**config.mk**
```make
export PLATFORM = sky130hd
export DESIGN_NAME = usb_rx_sie
export DESIGN_NICKNAME = d
export VERILOG_FILES = /design/src/rtl/usb_rx_sie.sv
export SDC_FILE = /design/constraint.sdc
export NUM_CORES = 1
export LEC_CHECK = 0
export ABC_CLOCK_PERIOD_IN_PS = 5900
export BUFFER_PORTS_ARGS = -buffer_cell sky130_fd_sc_hd__buf_2
export CAP_MARGIN = 20
export CELL_PAD_IN_SITES_DETAIL_PLACEMENT = 1
export CELL_PAD_IN_SITES_GLOBAL_PLACEMENT = 2
export CORE_MARGIN = 10
export CORE_UTILIZATION = 40
export CTS_BUF_LIST = sky130_fd_sc_hd__clkbuf_4
export CTS_CLUSTER_SIZE = 12
export DETAILED_ROUTE_END_ITERATION = 10
export PLACE_DENSITY = 0.79
export SLEW_MARGIN = 0
export SYNTH_ARGS = -nofsm -noshare
export SYNTH_HDL_FRONTEND = slang
export SYNTH_SLANG_ARGS = --single-unit
```
**constraint.sdc**
```tcl
create_clock -name clk -period 5.9 [get_ports clk]
set_input_delay 0.59 -clock clk [delete_from_list [all_inputs] [get_ports clk]]
set_output_delay 0.59 -clock clk [all_outputs]
set_load 0.03 [all_outputs]
```
**src/rtl/usb_rx_sie.sv**
```systemverilog
module usb_rx_sie #(
  parameter int SYNC_ZEROS = 6
) (
  input  logic        clk,
  input  logic        rst_n,
  input  logic        bit_stb,
  input  logic        rx_j,
  input  logic        rx_se0,
  output logic        rx_active,
  output logic        pid_vld,
  output logic [3:0]  pid,
  output logic        dat_vld,
  output logic [7:0]  dat_byte,
  output logic        tok_vld,
  output logic [6:0]  tok_addr,
  output logic [3:0]  tok_ep,
  output logic        sof_stb,
  output logic [10:0] frame_num,
  output logic        pkt_end,
  output logic        pkt_bad
);
  localparam logic [4:0]  CRC5_POLY  = 5'h05;
  localparam logic [4:0]  CRC5_RES   = 5'h0C;
  localparam logic [15:0] CRC16_POLY = 16'h8005;
  localparam logic [15:0] CRC16_RES  = 16'h800D;
  localparam logic [3:0]  PID_SOF    = 4'b0101;
  localparam logic [2:0]  STUFF_RUN  = 3'd6;

  logic        line_q;
  logic [2:0]  zrun, ones, bcnt;
  logic [1:0]  se0_cnt, nbytes;
  logic [7:0]  sr, h_old, h_new;
  logic        have_pid, err_q;
  logic [4:0]  crc5;
  logic [15:0] crc16;

  wire        nrz       = (rx_j == line_q);
  wire        seen_se0  = (se0_cnt != 2'd0);
  wire        act_bit   = bit_stb & rx_active & ~rx_se0 & ~seen_se0;
  wire        eop_now   = bit_stb & rx_active & ~rx_se0 & seen_se0;
  wire        at_stuff  = (ones == STUFF_RUN);
  wire        take      = act_bit & ~at_stuff;
  wire [7:0]  byte_in   = {nrz, sr[7:1]};
  wire        byte_done = take & (bcnt == 3'd7);
  wire        pid_ok    = (byte_in[7:4] == ~byte_in[3:0]);
  wire        is_tok    = (pid[1:0] == 2'b01);
  wire        is_dat    = (pid[1:0] == 2'b11);
  wire [4:0]  crc5_nx   = {crc5[3:0], 1'b0} ^ ((nrz ^ crc5[4]) ? CRC5_POLY : 5'h00);
  wire [15:0] crc16_nx  = {crc16[14:0], 1'b0} ^ ((nrz ^ crc16[15]) ? CRC16_POLY : 16'h0000);
  wire [10:0] tok_field = {h_new[2:0], h_old};
  wire        len_ok    = is_tok ? (nbytes == 2'd2) : (is_dat ? nbytes[1] : (nbytes == 2'd0));
  wire        crc_ok    = is_tok ? (crc5 == CRC5_RES) : (is_dat ? (crc16 == CRC16_RES) : 1'b1);
  wire        end_bad   = err_q | ~have_pid | (bcnt != 3'd0) | (se0_cnt < 2'd2) | ~rx_j | ~len_ok | ~crc_ok;
  wire        sync_hit  = bit_stb & ~rx_active & ~rx_se0 & nrz & (int'(zrun) >= SYNC_ZEROS);

  always_ff @(posedge clk or negedge rst_n) begin
    if (!rst_n) begin
      line_q    <= 1'b1;
      zrun      <= '0;
      ones      <= '0;
      bcnt      <= '0;
      se0_cnt   <= '0;
      nbytes    <= '0;
      sr        <= '0;
      h_old     <= '0;
      h_new     <= '0;
      have_pid  <= 1'b0;
      err_q     <= 1'b0;
      crc5      <= '1;
      crc16     <= '1;
      rx_active <= 1'b0;
      pid_vld   <= 1'b0;
      pid       <= '0;
      dat_vld   <= 1'b0;
      dat_byte  <= '0;
      tok_vld   <= 1'b0;
      tok_addr  <= '0;
      tok_ep    <= '0;
      sof_stb   <= 1'b0;
      frame_num <= '0;
      pkt_end   <= 1'b0;
      pkt_bad   <= 1'b0;
    end else begin
      pid_vld <= 1'b0;
      dat_vld <= 1'b0;
      tok_vld <= 1'b0;
      sof_stb <= 1'b0;
      pkt_end <= 1'b0;
      pkt_bad <= 1'b0;

      if (bit_stb) line_q <= rx_se0 ? 1'b1 : rx_j;

      if (bit_stb && !rx_active) begin
        if (rx_se0 || nrz) zrun <= '0;
        else if (zrun != 3'd7) zrun <= zrun + 3'd1;
      end

      if (sync_hit) begin
        rx_active <= 1'b1;
        ones      <= 3'd1;
        bcnt      <= '0;
        se0_cnt   <= '0;
        nbytes    <= '0;
        have_pid  <= 1'b0;
        err_q     <= 1'b0;
        crc5      <= '1;
        crc16     <= '1;
      end

      if (bit_stb && rx_active && rx_se0 && se0_cnt != 2'd3)
        se0_cnt <= se0_cnt + 2'd1;

      if (act_bit) begin
        if (at_stuff) begin
          if (nrz) err_q <= 1'b1;
          else     ones  <= '0;
        end else begin
          ones <= nrz ? ones + 3'd1 : 3'd0;
          sr   <= byte_in;
          bcnt <= bcnt + 3'd1;
          if (have_pid) begin
            crc5  <= crc5_nx;
            crc16 <= crc16_nx;
          end
        end
      end

      if (byte_done) begin
        if (!have_pid) begin
          have_pid <= 1'b1;
          pid      <= byte_in[3:0];
          if (pid_ok) pid_vld <= 1'b1;
          else        err_q   <= 1'b1;
        end else begin
          h_old <= h_new;
          h_new <= byte_in;
          if (nbytes != 2'd3) nbytes <= nbytes + 2'd1;
          if (is_dat && nbytes[1] && !err_q) begin
            dat_vld  <= 1'b1;
            dat_byte <= h_old;
          end
        end
      end

      if (eop_now) begin
        rx_active <= 1'b0;
        se0_cnt   <= '0;
        pkt_end   <= 1'b1;
        pkt_bad   <= end_bad;
        if (!end_bad && is_tok) begin
          if (pid == PID_SOF) begin
            sof_stb   <= 1'b1;
            frame_num <= tok_field;
          end else begin
            tok_vld  <= 1'b1;
            tok_addr <= tok_field[6:0];
            tok_ep   <= tok_field[10:7];
          end
        end
      end
    end
  end


  end_idle_chk: assert property (@(posedge clk) disable iff (!rst_n)
    pkt_end |-> !rx_active);


  tok_clean_chk: assert property (@(posedge clk) disable iff (!rst_n)
    (tok_vld || sof_stb) |-> (pkt_end && !pkt_bad));


  tok_excl_chk: assert property (@(posedge clk) disable iff (!rst_n)
    $onehot0({tok_vld, sof_stb}));


  dat_ctx_chk: assert property (@(posedge clk) disable iff (!rst_n)
    dat_vld |-> (rx_active && pid[1:0] == 2'b11));


  start_chk: assert property (@(posedge clk) disable iff (!rst_n)
    $rose(rx_active) |-> $past(bit_stb && !rx_se0));


  pid_ctx_chk: assert property (@(posedge clk) disable iff (!rst_n)
    pid_vld |-> (rx_active && !dat_vld && !pkt_end));
endmodule

```
-- Word-level counts from Yosys, hierarchy flattened
Cells that the tools add are included.
- flip-flop bits (word level): 102
- input bits: 5
- word-level logic and storage cells: 157
- add/subtract/negate cells: 5
- order comparisons: 2
- equality and inequality tests: 13
- muxes and demuxes: 58
- bitwise gates (word level): 30
- reduce and logical (&&, ||, !) cells: 24
- operators with widths (cell ; number):
    2-to-1 mux 16 bit ; 5
    2-to-1 mux 3 bit ; 11
    2-to-1 mux 1 bit ; 31
    2-to-1 mux 5 bit ; 4
    == test 16 bit (second input constant) ; 1
    bitwise XOR 16 bit ; 1
    2-to-1 mux 2 bit ; 7
    bitwise AND 1 bit ; 10
    adder 3 x 1 -> 3 bit (second input constant) ; 3
    inverter 1 bit ; 9
    AND reduction 3 bit ; 3
    AND reduction 2 bit ; 4
    logical AND 1 bit ; 7
    == test 3 bit (second input constant) ; 2
    OR 1 bit ; 6
    nonzero test 2 bit ; 3
    nonzero test 3 bit ; 2
    == test 5 x 4 -> 1 bit (second input constant) ; 1
    bitwise XOR 5 x 3 -> 5 bit ; 1
    adder 2 x 1 -> 2 bit (second input constant) ; 2
    == test 2 bit (second input constant) ; 2
    == test 4 x 3 -> 1 bit (second input constant) ; 1
    == test 4 bit ; 1
    inequality test 2 bit (second input constant) ; 2
    10 further kinds ; 13

-- Depth between registers and ports, before layout
Gate-level depths: netlist of the first run.
- word-level depth: 12
- mapped depth: 8

-- Least setup slack after synthesis of the first run
OpenSTA, ideal clock, no wires.
- path kind: reg2reg
- from: register se0_cnt[0]
- to: register h_new[6]
- setup time: 125 ps
- data arrival time: 1830 ps
- path slack: 3945 ps
- cell stages (with the launch flop): 8
- buffers on the path: 1
- path through: dfrtp_1 > inv_1 > ha_1 > and4b_1 > nand2_1 > nor2_2 > buf_4 > mux2_2
- longest elaborated chain between the ends: 6
- RTL lines (element ; line ; source):
    start, declared ; 31 ; logic [1:0] se0_cnt, nbytes;
    start signal, assigned ; 111 ; se0_cnt <= se0_cnt + 2'd1;
    nonzero test 2 bit ; 38 ; wire seen_se0 = (se0_cnt != 2'd0);
    inverter 1 bit ; 39 ; wire act_bit = bit_stb & rx_active & ~rx_se0 & ~seen_se0;
    bitwise AND 1 bit ; 39 ;
    bitwise AND 1 bit ; 42 ; wire take = act_bit & ~at_stuff;
    bitwise AND 1 bit ; 44 ; wire byte_done = take & (bcnt == 3'd7);
    AND reduction 2 bit (no line) ; - ;
    end signal, assigned ; 136 ; h_new <= byte_in;
    end, declared ; 32 ; logic [7:0] sr, h_old, h_new;
No other way between the ends.
A chain may end at the register's enable or synchronous reset.

-- Worst setup path after layout of the first run
- from: register se0_cnt[1]
- to: register dat_byte[4]
- longest elaborated chain between the ends: 6
- RTL lines (element ; line ; source):
    nonzero test 2 bit ; 38 ;
    inverter 1 bit ; 39 ;
    bitwise AND 1 bit ; 39 ;
    bitwise AND 1 bit ; 42 ;
    bitwise AND 1 bit ; 44 ;
    AND reduction 3 bit (no line) ; - ;
    end signal, assigned ; 140 ; dat_byte <= h_old;
    end, declared ; 13 ; output logic [7:0] dat_byte,
No other way between the ends.

==> results of run 1 <==
## registers in the layout, summed over array words and instances (netlist names), 2 cells and up
signal     cells
crc5           5
nbytes         2
tok_ep         4
ones           3
pid            4
h_new          8
se0_cnt        2
zrun           3
h_old          8
tok_addr       7
dat_byte       8
bcnt           3
crc16         16
frame_num     11
sr             7
## cells in the final DEF, fill, tap and decap left out, types with 2 or more instances in the layout
cell	netlist	routed
a211oi_1	2	2
a21oi_1	25	25
a221o_1	3	3
and2_1	2	2
buf_2	6	44
buf_4	1	4
clkbuf_4	0	11
dfrtp_1	79	79
dfstp_2	22	22
ha_1	13	13
inv_1	12	12
mux2_1	2	2
mux2_2	29	29
mux2_4	20	20
nand2_1	39	39
nand2b_1	2	2
nand3_1	6	6
nand3b_1	2	2
nand4_1	3	3
nand4_2	2	2
nand4b_1	2	2
nor2_1	47	47
nor3_1	4	4
nor3_4	2	2
nor4b_1	2	2
o21ai_0	4	4
o21ai_1	3	3
o31ai_1	4	4
xnor2_1	6	6
xor2_1	3	3
## final timing paths
| path | end | slack (ns) | depth (start not counted) |
|---|---|---|---|
| setup / recovery | dat_byte[4] | 3.25 | 6 |
| hold / removal | have_pid | 0.07 | 1 |
| setup reg to reg | dat_byte[4] | 3.25 | 6 |
| hold reg to reg | crc16[10] | 0.52 | 2 |
| max in group asynchronous | sr[6] | 4.65 | 2 |
| min in group clk | line_q | 0.34 | 2 |
## stage by stage
stage          total power [mW]  hold WS (ns)
2_1_floorplan             0.766         0.294
3_3_place_gp              0.794         0.486
3_5_place_dp              0.798         0.490
4_1_cts                    1.18        0.0556
5_1_grt                    1.22        0.0563
6_report                   1.16        0.0659
## layout make-up
cell class | count | area (um^2)
multi-input combinational | 250 | 1900
clock buffer | 11 | 82.6
timing repair buffer | 48 | 250
inverter | 12 | 45.0
sequential | 101 | 2550
tap | 140 | 175
clock inverter | 5 | 60.1
fill | 1199 | 5960
## per-layer routing
layer	up-vias	part of all wire (%)	wire length (um)
met3	8	3.3	335
met4	0	1.4	140
met2	37	48	4860
li1	1391	-	-
met1	1523	47	4750
met5	-	0	0
## synth_stat cells (2+ instances only)
cell type and n:
nor3_1 4, xnor2_1 6, nand3_1 6, xor2_1 3, a211oi_1 2, o21ai_1 3
nor4b_1 2, nand2b_1 2, o21ai_0 4, dfstp_2 22, nand2_1 39, ha_1 13
a221o_1 3, o31ai_1 4, nand3b_1 2, clkbuf_1 2, mux2_1 2, nand4_1 3
nor3_4 2, nand4b_1 2, and2_1 2, inv_1 12, a21oi_1 25, buf_6 2
mux2_4 20, nor2_1 47, buf_2 6, mux2_2 29, dfrtp_1 79, nand4_2 2
## cells by family after synthesis
group | count (synthesis) | synth area share [%]
buffers and inverters | 24 | 2.55
adder cells (fa/ha/maj) | 13 | 3.56
XOR/XNOR | 11 | 2.44
multiplexers | 52 | 14.4
flip-flops | 101 | 55.9
AND/OR/NAND/NOR | 125 | 14.2
AO/OA/AOI/OAI | 49 | 6.96
## report_power, final
group | leakage [nW] | internal [mW] | switching, mW
registers | 1.32 | 0.707 | 0.0126
clock network | 0.0774 | 0.141 | 0.235
logic | 1.21 | 0.0222 | 0.0415
==> metrics.md, run 1 <==
| Metric | Value |
|---|---|
| Critical path class | reg2reg |
| Total Routed Length | 10.1 mm |
| Setup TNS | 0 ns |
| Final-report hold violation count | 0 |
| Cell Rows | 38 |
| Congestion Overflow GR | 0 |
| Count of H-tree levels built during CTS | 3 |
| Largest fanout on the critical path | 42 |
| Placeable Area | 11000 um^2 |
| Initial standard-cell utilization of the core | 41.4% |
| Hold-fix buffers, CTS | 0 |
| Number of buffers and inverters on the critical path | 1 |
| Cell with the largest stage delay on the worst path | nor3_4 |
| Total of warnings raised by yosys | 0 |
| Cells along the critical path | inv_1 > ha_1 > and4b_1 > nand2_2 > nor3_4 > mux2_2 |
| Non-filler instance count after layout | 567 |
| Final instance area | 5070 um^2 |
| Wire length of the first global-routing pass | 17.1 mm |
| Global-route track usage on met1 | 16.4% |
| Avg Cell Area, Syn | 12.2 um^2 |
| Number of nets with antenna violations after detailed routing | 0 |
| Worst rel slew slack | 45.3% |
| Clock tree from TritonCTS | built |
| End-of-flow core utilization | 45.9% |
| Post-placement cell area | 4920 um^2 |
| Gate count of the mapped netlist | 375 |
| Max Root-Sink Buffers | 2 |
| Post-detailed-route DRC marker count | 0 |
| Kind of launch point of the worst setup path | flip-flop |
| GRT Util Overall | 13.1% |
| Buffer count from post-CTS setup fixing | 0 |
| Final cycle utilization of the critical path | 45.0% |
| Sequential fraction of the synthesis area | 55.9% |
| Number of violations reported at the end of detailed-routing iteration 0 | 176 |
| Layer with the highest usage | met2 |
| Routability cong. | 0.746 |
| Die footprint | 16100 um^2 |
| Top post-synthesis cells by area | dfrtp_1, dfstp_2, mux2_2, mux2_4, nor2_1 |
| Clock root cell | clkbuf_4 |
| Input/output buffers | 45 |
| Clock latency on the worst-skew pair | 0.46 ns |
| Launching instance or port of the critical path | se0_cnt[1] |
| Tmin final | 2.65 ns |
| Kind of end point of the critical path | flip-flop |
| Pre-CTS worst setup slack | 3.14 ns |
| Data required time at the worst endpoint | 6.27 ns |
| Setup repair after global routing missed its margin | no |
| Clock edge transition at the registers on the reported setup and hold paths | 0.15 ns |
| CP peak stage delay | 0.62 ns |
| Synth area leader | dfrtp_1 |
| Detailed-route via count | 2959 |
| Distinct cell type count of the synthesized netlist | 55 |
| Yosys reg bits | 101 |
| Final Slew Violations | 0 |
| F_max | 377 MHz |
| Number of failing setup endpoints in the final timing report | 0 |
| Worst hold path type | in2async |
| PwrDens | 229 nW/um^2 |
| Number of top-level pins | 46 |
| Crit path max-delay family | simple AND/OR/NAND/NOR gates |
| Pin count of the biggest net entering global routing | 68 |
| Global-route met3 utilization | 3.08% |
| Vias in the first global route | 3220 |
| Net Count, Synth | 393 |
| Placed cell count | 550 |
| Number of enable-type register cells in the synthesized netlist | 0 |
| Minimum setup slack in the final design | 3.25 ns |
| Setup clock skew after layout | 0.0135 ns |
| Detailed-router iteration count before antenna repair | 4 |
| Outcome | finished, final reports clean |
| Most instantiated flip-flop cell in the synthesis netlist | dfrtp_1 |
| Antenna Cells | 0 |
| Asr flop ratio synth | 100% |
| Routed vias/inst | 5.22 |
| Width of the chip | 127 um |
| WL/cell | 17.8 um |
| Initial antenna violation count | 0 |
| # nets final | 440 |
| Critical register-to-register path startpoint | se0_cnt[1] |
| Share of the synthesized area in the top cell type | 43.3% |
| Fraction of layout cells with a size suffix above 1 | 34.9% |
| Transition time at the pin with the least slew margin | 0.820 ns |
| Lkg Pwr | 2.61 nW |
| Met2 usage in global routing | 21.2% |
| # Max-Cap Violations | 0 |
| Total number of clock tree sinks | 101 |
| Data arrival time of the critical path | 3.02 ns |
| Number of gates resized after CTS | 0 |
| DP HPWL | 7.10 mm |
| Die Ht | 127 um |
| Layout Area Growth over Synthesis | 10.9% |
| Worst ir drop on vdd | 112 uV |
| Cell area after synthesis | 4570 um^2 |
| TritonCTS Buffers | 9 |
No activity file was read; power rests on OpenSTA's default activity.
==> run 2: changes to the inputs <==
--- a/config.mk
+++ b/config.mk
@@ -5,17 +5,18 @@
 export SDC_FILE = /design/constraint.sdc
 export NUM_CORES = 1
 export LEC_CHECK = 0
-export ABC_CLOCK_PERIOD_IN_PS = 5900
+export ABC_AREA = 1
+export ABC_CLOCK_PERIOD_IN_PS = 2800
 export BUFFER_PORTS_ARGS = -buffer_cell sky130_fd_sc_hd__buf_2
 export CAP_MARGIN = 20
 export CELL_PAD_IN_SITES_DETAIL_PLACEMENT = 1
 export CELL_PAD_IN_SITES_GLOBAL_PLACEMENT = 2
 export CORE_MARGIN = 10
-export CORE_UTILIZATION = 40
+export CORE_UTILIZATION = 38
 export CTS_BUF_LIST = sky130_fd_sc_hd__clkbuf_4
 export CTS_CLUSTER_SIZE = 12
 export DETAILED_ROUTE_END_ITERATION = 10
-export PLACE_DENSITY = 0.79
+export PLACE_DENSITY = 0.82
 export SLEW_MARGIN = 0
 export SYNTH_ARGS = -nofsm -noshare
 export SYNTH_HDL_FRONTEND = slang
==> constraint.sdc (replaced) <==
create_clock -name clk -period 2.8 [get_ports clk]
set_input_delay 0.28 -clock clk [delete_from_list [all_inputs] [get_ports clk]]
set_output_delay 0.28 -clock clk [all_outputs]
set_load 0.03 [all_outputs]
==> run 2 against run 1 <==
  * Clock power up 130%
  * Sequential power rose to 2.8 times the previous value
  * Design area rose by 0.57%
  * Flip-flop and latch count unchanged
  * Register-to-register slack worse by 2.5 ns
  * Worst setup slack worse by 2.5 ns
  * Final cell count rose by 24%
  * Fmax up 28%
  * Clock skew up 0.0072 ns
  * Sequential share of layout area shrank 0.28 points
  * Total power grew to 3.2 times the previous value
  * Critical path type unchanged
  * Worst hold slack better by 0.048 ns
==> metrics.md, run 2 <==
| Metric | Value |
|---|---|
| Final-report hold violation count | 0 (unchanged) |
| Routed vias/inst | 4.91 (was 5.22) |
| GRT Util Overall | 13.9% (was 13.1%) |
| Clock root cell | clkbuf_4 (unchanged) |
| Worst ir drop on vdd | 350 uV (was 112 uV) |
| Vias in the first global route | 3716 (was 3220) |
| Wire length of the first global-routing pass | 18.5 mm (was 17.1 mm) |
| Buffer count from post-CTS setup fixing | 0 (unchanged) |
| Sequential fraction of the synthesis area | 56.4% (was 55.9%) |
| Max Root-Sink Buffers | 2 (unchanged) |
| Number of top-level pins | 46 (unchanged) |
| Congestion Overflow GR | 0 (unchanged) |
| Number of failing setup endpoints in the final timing report | 0 (unchanged) |
| Layout Area Growth over Synthesis | 12.4% (was 10.9%) |
| Final instance area | 5090 um^2 (was 5070 um^2) |
| Final cycle utilization of the critical path | 73.8% (was 45.0%) |
| Fraction of layout cells with a size suffix above 1 | 18.9% (was 34.9%) |
| Registers with the most flip-flops | crc16 x16, frame_num x11 (unchanged) |
| Pin count of the biggest net entering global routing | 55 (was 68) |
| Share of the synthesized area in the top cell type | 43.6% (was 43.3%) |
| Outcome | finished, final reports clean (unchanged) |
| Yosys reg bits | 101 (unchanged) |
| Lkg Pwr | 2.90 nW (was 2.61 nW) |
| WL/cell | 15.5 um (was 17.8 um) |
| Xor/xnor share of the synthesized area | 1.55% (was 2.44%) |
| Most frequent cells in the layout | nand2_1, dfrtp_1, inv_1 (was dfrtp_1, nor2_1, buf_2) |
| Kind of launch point of the worst setup path | flip-flop (unchanged) |
| DP HPWL | 7.90 mm (was 7.10 mm) |
| Share of the synthesized area in compound gates (AO/OA/AOI/OAI) | 7.34% (was 6.96%) |
| Most numerous cell in the Yosys netlist | nand2_1 (was dfrtp_1) |
| Ranking of synthesized cells by instance count | nand2_1, dfrtp_1, inv_1 (was dfrtp_1, nor2_1, nand2_1) |
| Number of violations reported at the end of detailed-routing iteration 0 | 188 (was 176) |
| Critical path class | reg2reg (unchanged) |
| Final Slew Violations | 0 (unchanged) |
| Width of the chip | 129 um (was 127 um) |
| Net Count, Synth | 522 (was 393) |
| Data required time at the worst endpoint | 3.21 ns (was 6.27 ns) |
| Post-detailed-route DRC marker count | 0 (unchanged) |
| F_max | 484 MHz (was 377 MHz) |
| Most instantiated flip-flop cell in the synthesis netlist | dfrtp_1 (unchanged) |
| Synth area leader | dfrtp_1 (unchanged) |
| Distinct cell type count of the synthesized netlist | 34 (was 55) |
| Post-placement cell area | 4910 um^2 (was 4920 um^2) |
| Total of warnings raised by yosys | 0 (unchanged) |
| Minimum setup slack in the final design | 0.732 ns (was 3.25 ns) |
| Detailed-router iteration count before antenna repair | 4 (unchanged) |
| Asr flop ratio synth | 100% (unchanged) |
| Total power | 3.68 mW (was 1.16 mW) |
| Kind of end point of the critical path | flip-flop (unchanged) |
| Pre-CTS worst setup slack | 0.753 ns (was 3.14 ns) |
| Tmin final | 2.07 ns (was 2.65 ns) |
| Initial antenna violation count | 1 (was 0) |
| Setup TNS | 0 ns (unchanged) |
| Gate count of the mapped netlist | 504 (was 375) |
| TritonCTS Buffers | 9 (unchanged) |
| Worst hold slack across all endpoints | 0.114 ns (was 0.0659 ns) |
| Cell Rows | 39 (was 38) |
| Number of enable-type register cells in the synthesized netlist | 0 (unchanged) |
| Total Routed Length | 10.9 mm (was 10.1 mm) |
| Clock tree from TritonCTS | built (unchanged) |
| Non-filler instance count after layout | 701 (was 567) |
| Clock edge transition at the registers on the reported setup and hold paths | 0.16 ns (was 0.15 ns) |
| Avg Cell Area, Syn | 8.99 um^2 (was 12.2 um^2) |
| Transition time at the pin with the least slew margin | 0.641 ns (was 0.820 ns) |
| Largest register by flop count | crc16 (unchanged) |
| Detailed-route via count | 3445 (was 2959) |
| Input/output buffers | 45 (unchanged) |
| Count of H-tree levels built during CTS | 3 (unchanged) |
| Number of nets with antenna violations after detailed routing | 0 (unchanged) |
| Routability cong. | 0.776 (was 0.746) |
| Dominant combinational cell family by area after synthesis | simple AND/OR/NAND/NOR gates (was multiplexers) |
| Placeable Area | 11600 um^2 (was 11000 um^2) |
| Data arrival time of the critical path | 2.48 ns (was 3.02 ns) |
| Setup clock skew after layout | 0.0206 ns (was 0.0135 ns) |
| # Max-Cap Violations | 0 (unchanged) |
| Share of synthesized area spent on multiplexers | 0% (was 14.4%) |
| Share of synthesized cell area in and, or, nand and nor gates | 22.9% (was 14.2%) |
| Die Ht | 129 um (was 127 um) |
| Fill cell instance count of the final layout | 1377 (was 1199) |
| Top post-synthesis cells by area | dfrtp_1, nand2_1, dfstp_2, inv_1, o21ai_0 (was dfrtp_1, dfstp_2, mux2_2, mux2_4, nor2_1) |
| Setup repair after global routing missed its margin | no (unchanged) |
| Worst rel slew slack | 57.2% (was 45.3%) |
| Cell area after synthesis | 4530 um^2 (was 4570 um^2) |
| Most frequent standard cell in the layout excluding fill and tap cells | nand2_1 (was dfrtp_1) |
| PwrDens | 722 nW/um^2 (was 229 nW/um^2) |
| Synthesized-area fraction occupied by adder cells | 3.59% (was 3.56%) |
| End-of-flow core utilization | 44.1% (was 45.9%) |
| Die footprint | 16700 um^2 (was 16100 um^2) |
| Clock latency on the worst-skew pair | 0.47 ns (was 0.46 ns) |
| Total number of clock tree sinks | 101 (unchanged) |
| Initial standard-cell utilization of the core | 39.2% (was 41.4%) |
| Number of flip-flops in the largest register | 16 (unchanged) |
| # nets final | 570 (was 440) |
| Largest fanout on the critical path | 21 (was 42) |
| Placed cell count | 682 (was 550) |
| Worst hold path type | in2reg (was in2async) |
-- run 2: repair_timing --
action / in CTS / in global routing
endpoints found under the hold margin: 26 / 0
resized for setup: 0 / 0
hold buffers: 2 / 0
-- run 2: metal layers --
metal  vias to the layer above  wire length [um]  track usage (%)
met5                         -                 0                0
met4                         0               130             4.01
met3                        13               402             4.08
met2                        41              5240             22.5
met1                      1700              5120             17.6
li1                       1691                 -                -
-- run 2: area by class of cell --
cell class                 instances  area, um^2  share of cell area, %
sequential                       101        2550                   50.1
clock inverter                     6        87.6                   1.72
multi-input combinational        312        1610                   31.5
inverter                          76         293                   5.75
antenna                            1        2.50                 0.0491
clock buffer                      10        75.1                   1.47
tap                              143         179                   3.51
timing repair buffer              52         298                   5.84
-- run 2: cell families (layout without fill, tap and decap cells) --
family,after synthesis,in the layout
flops,101,101
simple gates,230,230
xor+xnor,8,8
compound gates,61,61
buf+inv,91,144
fa+ha+maj,13,13
other cells,0,1
-- run 2: critical path, stage by stage, from the launching register on --
cell,delay [ns]
dfrtp_1,0.42
inv_1,0.10
ha_1,0.25
nand3_4,0.24
nor2_8,0.22
inv_2,0.18
nand2_2,0.36
nor2_1,0.07
a21oi_1,0.14
-- run 2: path summary, 6_finish.rpt --
check | start | endpoint | slack [ns] | cells past startpoint
max in group asynchronous | rst_n | tok_ep[0] | 1.73 | 3
setup reg to reg | se0_cnt[1] | crc5[2] | 0.73 | 8
hold reg to reg | h_new[7] | h_old[7] | 0.49 | 2
hold / removal | rx_se0 | line_q | 0.11 | 3
setup / recovery | se0_cnt[1] | crc5[2] | 0.73 | 8
min in group asynchronous | rst_n | zrun[2] | 0.34 | 2
-- run 2: power breakdown --
group	internal [mW]	switching [mW]
clock	0.370	0.498
combinational	0.292	0.466
sequential	1.83	0.222
